<file path="src/rtl/router_pkg.sv">
package router_pkg;

  localparam int CMD_W = 12;

  localparam int C_SRV_RBUF   = 0;
  localparam int C_SRV_MAIN   = 1;
  localparam int C_SRV_MINI   = 2;
  localparam int C_ALLOC_MAIN = 3;
  localparam int C_ALLOC_MINI = 4;
  localparam int C_POST_WBUF  = 5;
  localparam int C_DRAIN      = 6;
  localparam int C_BUS        = 7;
  localparam int C_FLUSH_MAIN = 8;
  localparam int C_FLUSH_MINI = 9;
  localparam int C_DISCARD    = 10;
  localparam int C_FAULT      = 11;

  typedef logic [CMD_W-1:0] cmd_t;

  typedef enum logic [0:0] {
    SEQ_IDLE = 1'b0,
    SEQ_WAIT = 1'b1
  } seq_state_e;

  function automatic cmd_t onehot_cmd(input int idx);
    return cmd_t'(1) << idx;
  endfunction

  // Half-open window compare on zero-extended addresses.
  function automatic logic addr_in_window(input logic [63:0] a,
                                          input logic [63:0] lo,
                                          input logic [63:0] hi);
    return (a >= lo) && (a < hi);
  endfunction

  // Line target chosen by the bufferable flag.
  function automatic int fill_target(input logic bufferable);
    return bufferable ? C_ALLOC_MAIN : C_ALLOC_MINI;
  endfunction

  function automatic int flush_target(input logic bufferable);
    return bufferable ? C_FLUSH_MAIN : C_FLUSH_MINI;
  endfunction

endpackage

</file>
<file path="src/rtl/rt_window.sv">
module rt_window #(
  parameter int ADDR_W = 32,
  parameter logic [ADDR_W-1:0] WIN_LO = ADDR_W'(32'hE000_0000),
  parameter logic [ADDR_W-1:0] WIN_HI = ADDR_W'(32'hE800_0000)
) (
  input  logic [ADDR_W-1:0] addr,
  output logic              in_win
);
  import router_pkg::*;

  localparam logic [63:0] LO_EXT = 64'(WIN_LO);
  localparam logic [63:0] HI_EXT = 64'(WIN_HI);

  assign in_win = addr_in_window(64'(addr), LO_EXT, HI_EXT);

endmodule

</file>
<file path="src/rtl/rt_decide.sv">
module rt_decide #(
  parameter int ADDR_W = 32,
  parameter logic [ADDR_W-1:0] WIN_LO = ADDR_W'(32'hE000_0000),
  parameter logic [ADDR_W-1:0] WIN_HI = ADDR_W'(32'hE800_0000)
) (
  input  logic                   req_write,
  input  logic                   xlat_on,
  input  logic                   pg_cacheable,
  input  logic                   pg_bufferable,
  input  logic                   dcache_en,
  input  logic                   wbuf_en,
  input  logic                   rbuf_hit,
  input  logic                   rbuf_fault,
  input  logic                   main_hit,
  input  logic                   mini_hit,
  input  logic                   icache_hit,
  input  logic [ADDR_W-1:0]      virt_addr,
  input  logic [ADDR_W-1:0]      phys_addr,
  output router_pkg::cmd_t       fin_cmd,
  output logic                   need_drain,
  output logic [ADDR_W-1:0]      route_addr,
  output logic                   ic_update
);
  import router_pkg::*;

  logic in_win;
  logic fill_ok;

  rt_window #(.ADDR_W(ADDR_W), .WIN_LO(WIN_LO), .WIN_HI(WIN_HI)) u_win (
    .addr   (phys_addr),
    .in_win (in_win)
  );

  assign fill_ok    = pg_cacheable && dcache_en;
  assign route_addr = xlat_on ? phys_addr : virt_addr;
  assign ic_update  = req_write && icache_hit;

  always_comb begin
    fin_cmd    = onehot_cmd(C_BUS);
    need_drain = 1'b0;
    if (!xlat_on) begin
      fin_cmd = onehot_cmd(C_BUS);
    end else if (!req_write) begin
      if (rbuf_hit) begin
        fin_cmd = rbuf_fault ? onehot_cmd(C_FAULT) : onehot_cmd(C_SRV_RBUF);
      end else if (main_hit) begin
        fin_cmd = onehot_cmd(C_SRV_MAIN);
      end else if (mini_hit) begin
        fin_cmd = onehot_cmd(C_SRV_MINI);
      end else if (in_win) begin
        fin_cmd = pg_cacheable ? onehot_cmd(flush_target(pg_bufferable))
                               : onehot_cmd(C_DISCARD);
      end else begin
        need_drain = pg_bufferable;
        fin_cmd    = fill_ok ? onehot_cmd(fill_target(pg_bufferable))
                             : onehot_cmd(C_BUS);
      end
    end else begin
      if (main_hit) begin
        fin_cmd = onehot_cmd(C_SRV_MAIN);
      end else if (mini_hit) begin
        fin_cmd = onehot_cmd(C_SRV_MINI);
      end else if (pg_bufferable) begin
        fin_cmd = wbuf_en ? onehot_cmd(C_POST_WBUF) : onehot_cmd(C_BUS);
      end else begin
        need_drain = 1'b1;
        fin_cmd    = onehot_cmd(C_BUS);
      end
    end
  end

endmodule

</file>
<file path="src/rtl/rt_drain_seq.sv">
module rt_drain_seq #(
  parameter int ADDR_W = 32
) (
  input  logic              clk,
  input  logic              rst_n,
  input  logic              req_valid,
  input  router_pkg::cmd_t  fin_cmd,
  input  logic              need_drain,
  input  logic [ADDR_W-1:0] route_addr,
  input  logic              ic_update,
  input  logic              drain_done,
  output router_pkg::cmd_t  cmd_q,
  output logic [ADDR_W-1:0] addr_q,
  output logic              icupd_q,
  output logic              busy,
  output logic              ev_accept,
  output logic              ev_drain_start,
  output logic              ev_release
);
  import router_pkg::*;

  seq_state_e state;
  cmd_t       pend_cmd;

  assign busy           = (state == SEQ_WAIT);
  assign ev_accept      = req_valid && !busy;
  assign ev_drain_start = ev_accept && need_drain;
  assign ev_release     = busy && drain_done;

  always_ff @(posedge clk) begin
    if (!rst_n) begin
      state    <= SEQ_IDLE;
      pend_cmd <= '0;
      cmd_q    <= '0;
      addr_q   <= '0;
      icupd_q  <= 1'b0;
    end else begin
      icupd_q <= ev_accept && ic_update;
      if (ev_accept) begin
        addr_q <= route_addr;
      end
      if (ev_drain_start) begin
        cmd_q    <= onehot_cmd(C_DRAIN);
        pend_cmd <= fin_cmd;
        state    <= SEQ_WAIT;
      end else if (ev_accept) begin
        cmd_q <= fin_cmd;
      end else if (ev_release) begin
        cmd_q <= pend_cmd;
        state <= SEQ_IDLE;
      end else begin
        cmd_q <= '0;
      end
    end
  end

endmodule

</file>
<file path="src/rtl/access_router.sv">
module access_router #(
  parameter int ADDR_W = 32,
  parameter logic [ADDR_W-1:0] WIN_LO = ADDR_W'(32'hE000_0000),
  parameter logic [ADDR_W-1:0] WIN_HI = ADDR_W'(32'hE800_0000)
) (
  input  logic              clk,
  input  logic              rst_n,
  input  logic              req_valid,
  input  logic              req_write,
  input  logic              xlat_on,
  input  logic              pg_cacheable,
  input  logic              pg_bufferable,
  input  logic              dcache_en,
  input  logic              wbuf_en,
  input  logic              rbuf_hit,
  input  logic              rbuf_fault,
  input  logic              main_hit,
  input  logic              mini_hit,
  input  logic              icache_hit,
  input  logic [ADDR_W-1:0] virt_addr,
  input  logic [ADDR_W-1:0] phys_addr,
  input  logic              drain_done,
  output logic [11:0]       cmd,
  output logic [ADDR_W-1:0] cmd_addr,
  output logic              icache_upd,
  output logic              busy
);
  import router_pkg::*;

  cmd_t              fin_cmd;
  cmd_t              cmd_q;
  logic              need_drain;
  logic [ADDR_W-1:0] route_addr;
  logic              ic_update;
  logic              ev_accept;
  logic              ev_drain_start;
  logic              ev_release;

  rt_decide #(.ADDR_W(ADDR_W), .WIN_LO(WIN_LO), .WIN_HI(WIN_HI)) u_decide (
    .req_write     (req_write),
    .xlat_on       (xlat_on),
    .pg_cacheable  (pg_cacheable),
    .pg_bufferable (pg_bufferable),
    .dcache_en     (dcache_en),
    .wbuf_en       (wbuf_en),
    .rbuf_hit      (rbuf_hit),
    .rbuf_fault    (rbuf_fault),
    .main_hit      (main_hit),
    .mini_hit      (mini_hit),
    .icache_hit    (icache_hit),
    .virt_addr     (virt_addr),
    .phys_addr     (phys_addr),
    .fin_cmd       (fin_cmd),
    .need_drain    (need_drain),
    .route_addr    (route_addr),
    .ic_update     (ic_update)
  );

  rt_drain_seq #(.ADDR_W(ADDR_W)) u_seq (
    .clk            (clk),
    .rst_n          (rst_n),
    .req_valid      (req_valid),
    .fin_cmd        (fin_cmd),
    .need_drain     (need_drain),
    .route_addr     (route_addr),
    .ic_update      (ic_update),
    .drain_done     (drain_done),
    .cmd_q          (cmd_q),
    .addr_q         (cmd_addr),
    .icupd_q        (icache_upd),
    .busy           (busy),
    .ev_accept      (ev_accept),
    .ev_drain_start (ev_drain_start),
    .ev_release     (ev_release)
  );

  assign cmd = cmd_q;

endmodule

</file>
<file path="config.mk">
export PLATFORM = sky130hd
export DESIGN_NAME = access_router
export DESIGN_NICKNAME = d
export VERILOG_FILES = /design/src/rtl/router_pkg.sv /design/src/rtl/rt_window.sv /design/src/rtl/rt_decide.sv /design/src/rtl/rt_drain_seq.sv /design/src/rtl/access_router.sv
export SDC_FILE = /design/constraint.sdc
export NUM_CORES = 1
export LEC_CHECK = 0
export BUFFER_PORTS_ARGS = -buffer_cell sky130_fd_sc_hd__clkbuf_2
export CAP_MARGIN = 20
export CORE_MARGIN = 1
export CORE_UTILIZATION = 40
export CTS_CLUSTER_SIZE = 24
export DETAILED_ROUTE_END_ITERATION = 6
export PLACE_DENSITY_LB_ADDON = 0.15
export SLEW_MARGIN = 20
export SYNTH_ARGS = -nofsm -noshare
export SYNTH_HDL_FRONTEND = slang
export SYNTH_SLANG_ARGS = --single-unit
export TNS_END_PERCENT = 100
</file>
<file path="constraint.sdc">
create_clock -name clk -period 2 [get_ports clk]
set_clock_uncertainty 0.2 [all_clocks]
set_input_delay 0.2 -clock clk [delete_from_list [all_inputs] [get_ports clk]]
set_output_delay 0.2 -clock clk [all_outputs]
set_load 0.005 [all_outputs]
</file>
; ---- Word-level counts from Yosys, hierarchy flattened
; Cells that the tools add are included.
[totals]
regBits = 58
input_bits = 79
output_inout_bits = 46
word_cells = 54
[classes]
order_cmp = 2
eq_ne = 1
n_shift = 2
n_mux = 31
bitwise_logic = 1
reduce_logical = 11
[op_table]
columns = cell, n
row1 = 12-bit two-way mux, 14
row2 = 1-bit by 32-bit left shift with 12-bit output (first input constant), 2
row3 = 32-bit >= comparator (second input constant), 1
row4 = 32-bit < comparator (second input constant), 1
row5 = 32-bit two-way mux, 1
row6 = 1-bit two-way mux, 13
row7 = 8-bit two-way mux, 1
row8 = 1-bit logical AND, 7
row9 = 7-bit two-way mux, 1
row10 = 3-bit two-way mux, 1
row11 = 2-bit != test (second input constant), 1
row12 = 2-bit AND reduction, 1
row13 = 2-bit nonzero test, 1
row14 = 2-bit OR reduction, 1
row15 = 1-bit logical NOT, 1
row16 = 1-bit inverter, 1

; ---- Longest topological paths before layout
[logic_depth]
word_depth = 11
mapped_depth = 6
depth_no_buf = 4

; ---- Cells and area by module
; Synthesis repeated with hierarchy kept, for this count alone.
[hier_totals]
cells_unflattened = 309
area_unflattened_um2 = 2777.7
[modules_own_cells]
columns = module, instances, cells_each, area_each_um2, seq_area_each_um2
row1 = rt_drain_seq, 1, 242, 2177.1, 1161.1
row2 = rt_decide, 1, 65, 588.1, 0.0
row3 = rt_window, 1, 2, 12.5, 0.0

; ---- Worst setup path after synthesis
; OpenSTA, ideal clock, no wires.
[synth_timing]
path_type = register to register
start = reg u_seq.state (netlist: u_seq.busy)
end = reg u_seq.cmd_q[1]
setup_time_ns = 0.117
t_arrival_ns = 1.241
t_required_ns = 1.683
slack_ns = 0.442
stages_incl_launch_ff = 6
n_path_buf = 1
period_less_slack_ns = 1.558
path_cell_list = dfxtp_1 > nand3b_1 > o31ai_4 > a31o_4 > buf_6 > nor2_1
[synth_between]
elab_chain_cells = 4
word_cells_on_any_way = 7
classes_between = mux (2) / reduce/logical (5)
[synth_lines]
columns = item, line
row1 = from (decl), rt_drain_seq.sv:22  ; seq_state_e state;
row2 = from (signal assigned), rt_drain_seq.sv:32  ; state <= SEQ_IDLE;
row3 = from (signal assigned), rt_drain_seq.sv:45  ; state <= SEQ_WAIT;
row4 = from (signal assigned), rt_drain_seq.sv:50  ; state <= SEQ_IDLE;
row5 = 1-bit logical NOT, rt_drain_seq.sv:26  ; assign ev_accept = req_valid && !busy;
row6 = 1-bit logical AND, rt_drain_seq.sv:26
row7 = 1-bit logical AND, rt_drain_seq.sv:27  ; assign ev_drain_start = ev_accept && need_drain;
row8 = 2-bit OR reduction (no line), n/a
row9 = to (signal assigned), rt_drain_seq.sv:43  ; cmd_q <= onehot_cmd(C_DRAIN);
row10 = to (signal assigned), rt_drain_seq.sv:47  ; cmd_q <= fin_cmd;
row11 = to (signal assigned), rt_drain_seq.sv:49  ; cmd_q <= pend_cmd;
row12 = to (decl), rt_drain_seq.sv:12  ; output router_pkg::cmd_t cmd_q,
; Parallel ways exist; a longest one is shown, timed or not.
; A chain may end at the register's enable or synchronous reset.

; ---- Final worst setup path
[layout_timing]
start = in rbuf_hit
end = reg u_seq.pend_cmd[7]
[layout_between]
elab_chain_cells = 4
word_cells_on_any_way = 7
classes_between = mux (6) / reduce/logical (1)
[layout_lines]
columns = item, line
row1 = from (decl), access_router.sv:15  ; input logic rbuf_hit,
row2 = 1-bit two-way mux, rt_decide.sv:44  ; if (rbuf_hit) begin
row3 = 1-bit two-way mux, rt_decide.sv:43  ; end else if (!req_write) begin
row4 = 1-bit two-way mux, rt_decide.sv:41  ; if (!xlat_on) begin
row5 = 1-bit logical AND, rt_drain_seq.sv:27
row6 = to (signal assigned), rt_drain_seq.sv:44  ; pend_cmd <= fin_cmd;
row7 = to (decl), rt_drain_seq.sv:23  ; cmd_t pend_cmd;
; Parallel ways exist; a longest one is shown, timed or not.

==> impl_results.md <==
- Crit path time final: 1.91 ns
- Total Wirelength: approximately 6100 um
- GRT Total Usage: 19.0%
- # nets final: roughly 450
- Via-to-Cell Ratio: 4.97
- RSZ-0062 raised after global routing: no
- Buffers & Inverters on Critical Path: 2
- DRC: 0
- CP Cell Sequence: dlygate4sd3_1, clkbuf_2, nor3_1, and3_1, a31o_4, o32ai_1
- WS Path Type: primary input to flop
- Post-DP HPWL: 4310 um
- First-pass GRT wire length: 9320 um
- Synth Cell Area: about 2500 um2
- Detail Route Antenna Nets: 0
- Avg Synthesized Cell Area: 10.1 um2
- Delay-heaviest family, CP: buffers and inverters
- Slew Viols, Final: 0
- Combinational group share of total power: 12.6%
- Slew @ Worst Pin: 0.407 ns
- Starting Density: 41.9%
- Seq pwr share: 42.0%
- Synth cell types: 37
- Worst setup SP type: primary input
- WP data required: 2.01 ns
- Clock Tree Root: clkbuf_8
- Slowest-stage cell, CP: dlygate4sd3_1
- Total Neg Setup Slack: 0 ns
- Hold Vio Cnt, Final: 0
- DRT iter0 DRCs: 79
- Clk sinks: 57
- Yosys warnings: 0
- P_int: 2.24 mW
- Antenna violations before repair: 0
- Die width: 81.2 um
- Crit path launch: rbuf_hit
- CTS max path bufs: 2
- Die ar.: 6590 um2
- CTS resizes: 0
- Total power: between 2 and 3 mW
- Row count: 28
- Hold/Removal Path Class: primary input to flop
- Delay of the slowest cell on the worst path: about 0.54 ns
- Total grt overflow: 0
- # port buffers: between 100 and 150
- Post-DR wirelength/cell: 13.4 um
- Vias: 2252
- Core Region: 5990 um2
- Most area-hungry cell type in the Yosys netlist: dfxtp_1
- Share of cells above drive strength 1: 40.7%
- Dpl ws: approximately 0.24 ns
- Lkg Pwr: 1.92 nW
- Drt first pass iters: 4
- Min-delay src: virt_addr[12]
- CP arrival: 1.92 ns
- Die H: 81.2 um
- CP Capture Type: flop
- Critical Path Fanout Max: 12
- Final setup violation count: 0
- Status: completed
- FF-to-FF Start: u_seq.busy
- Placer Congestion: 0.849
- Seq/Total Area, Yosys: a little under half
- Top Ports: 125
- Setup ws final: 0.0868 ns
- Mapped Nets: 327
- Yosys reg bits: 57
- Sw Share: between 20% and 30%
- Clk_lat worst skew: 0.33 ns
- VDD IR-drop max: 518 uV
- CTS Buf Count: 9
- Area grow syn2layout: 38.5%
- Top cell type's share of synthesized area: 45.5%
- H-tree depth: 3
- Power share of the clock group: 45.4%
- P_sw: 653 uW
- Largest net degree at the start of global routing: 67
- Max cap viols: 0
- Fmax: 523 MHz
- Diode count: 0
- Worst-path clk slew: 0.07 ns
- Number of fill cells in the layout: 553
- Vias in the first global route: 2044
- Tcrit/Tclk final: 95.7%
- Cells after Synth: 248
- Largest cells by area after synthesis: dfxtp_1, mux2i_1, o211a_1
- Worst slew margin: 72.2%
- CTS tree: done
- PD cells: 833 nW/um2
sequential cells by signal (all words and copies together) (netlist names):
signal	flops
u_seq.icupd_q	1
u_seq.busy	1
u_seq.addr_q	32
u_seq.pend_cmd	11
u_seq.cmd_q	12
placed cells by master (no fill, tap or decap), types with 5 or more instances in the layout:
cell	n
dlygate4sd3_1	5
nand2_1	41
dfxtp_1	57
clkbuf_2	124
mux2i_1	32
o211a_1	32
clkbuf_8	10
and2_1	13
nor2_1	9
a21oi_2	5
power by group through the flow:
stage | clock network (mW) | registers, mW | logic, mW
after global routing | 1.42 | 1.22 | 0.404
after global placement | 0 | 1.24 | 0.356
after CTS | 1.34 | 1.22 | 0.370
after detailed placement | 0 | 1.24 | 0.361
after floorplan | 0 | 1.24 | 0.184
final | 1.31 | 1.22 | 0.364
cells in the mapped netlist, drive strengths merged:
cell type	count
mux2i	32
o31a	1
nor2	9
nand3b	3
nand4	2
o21ai	2
nand3	2
nor2b	1
clkbuf	6
inv	4
o32ai	2
nor3	2
buf	13
dfxtp	57
o211ai	1
a21oi	6
a31oi	1
a2bb2oi	1
a32oi	3
nand2b	1
and2	13
and3	1
or3	2
or3b	1
nor4	1
a31o	1
o211a	32
o31ai	2
a311oi	1
nand2	41
a2111oi	1
nand4b	1
a22oi	2
routing by layer:
layer	vias to the layer above	wire length [um]	track usage [%]
met3	7	510	8.31
met2	77	2750	30.3
met1	1027	2740	22.1
li1	1141	-	-
met5	-	0	0
met4	0	73	8.04
worst min-delay path, cell delays in order:
cell and delay, ns:
clkbuf_2 0.07, mux2i_1 0.05, nand2_1 0.06, o211a_1 0.13
through the flow:
step                      util (%)  cells  hold slack, ns  instance area (um2)
after floorplan                  -    248           0.142                 2510
after global placement        53.0    432           0.235                 3180
after detailed placement      53.0    432           0.239                 3180
after CTS                     58.0    453         0.00130                 3470
after global routing          58.0    453         0.00514                 3470
final                         58.0    453         0.00654                 3470
cell families (layout without fill, tap and decap cells):
| kind of cell | count (synthesis) | count (layout) | share of synthesized area (%) |
|---|---|---|---|
| flops | 57 | 57 | 45.5 |
| mux | 32 | 32 | 12.8 |
| simple gates | 80 | 80 | 15.5 |
| compound gates | 56 | 56 | 21.9 |
| buf+inv | 23 | 153 | 4.34 |
layout make-up:
type / count / area (um2) / share of cell area [%]
clock inverters: 5 / 103 / 2.95
flip-flops and latches: 57 / 1140 / 32.9
multi-input cells: 168 / 1260 / 36.4
clock buffers: 11 / 141 / 4.07
inverters: 4 / 15.0 / 0.432
well taps: 75 / 93.8 / 2.70
repair buffers: 133 / 713 / 20.5
worst paths after layout:
check,end,slack [ns],cells after the start
min reg2reg,u_seq.cmd_q[3],0.25,2
max,u_seq.pend_cmd[7],0.09,6
min,u_seq.addr_q[12],0.007,4
max reg2reg,u_seq.pend_cmd[7],0.23,4
repair_timing:
item                                    4_1_cts  5_1_grt
setup buffers                                 0        0
hold endpoints to repair                      6        0
endpoints found under the setup margin        0        0
hold buffers                                  5        0
(Power assumes the default switching activity.)
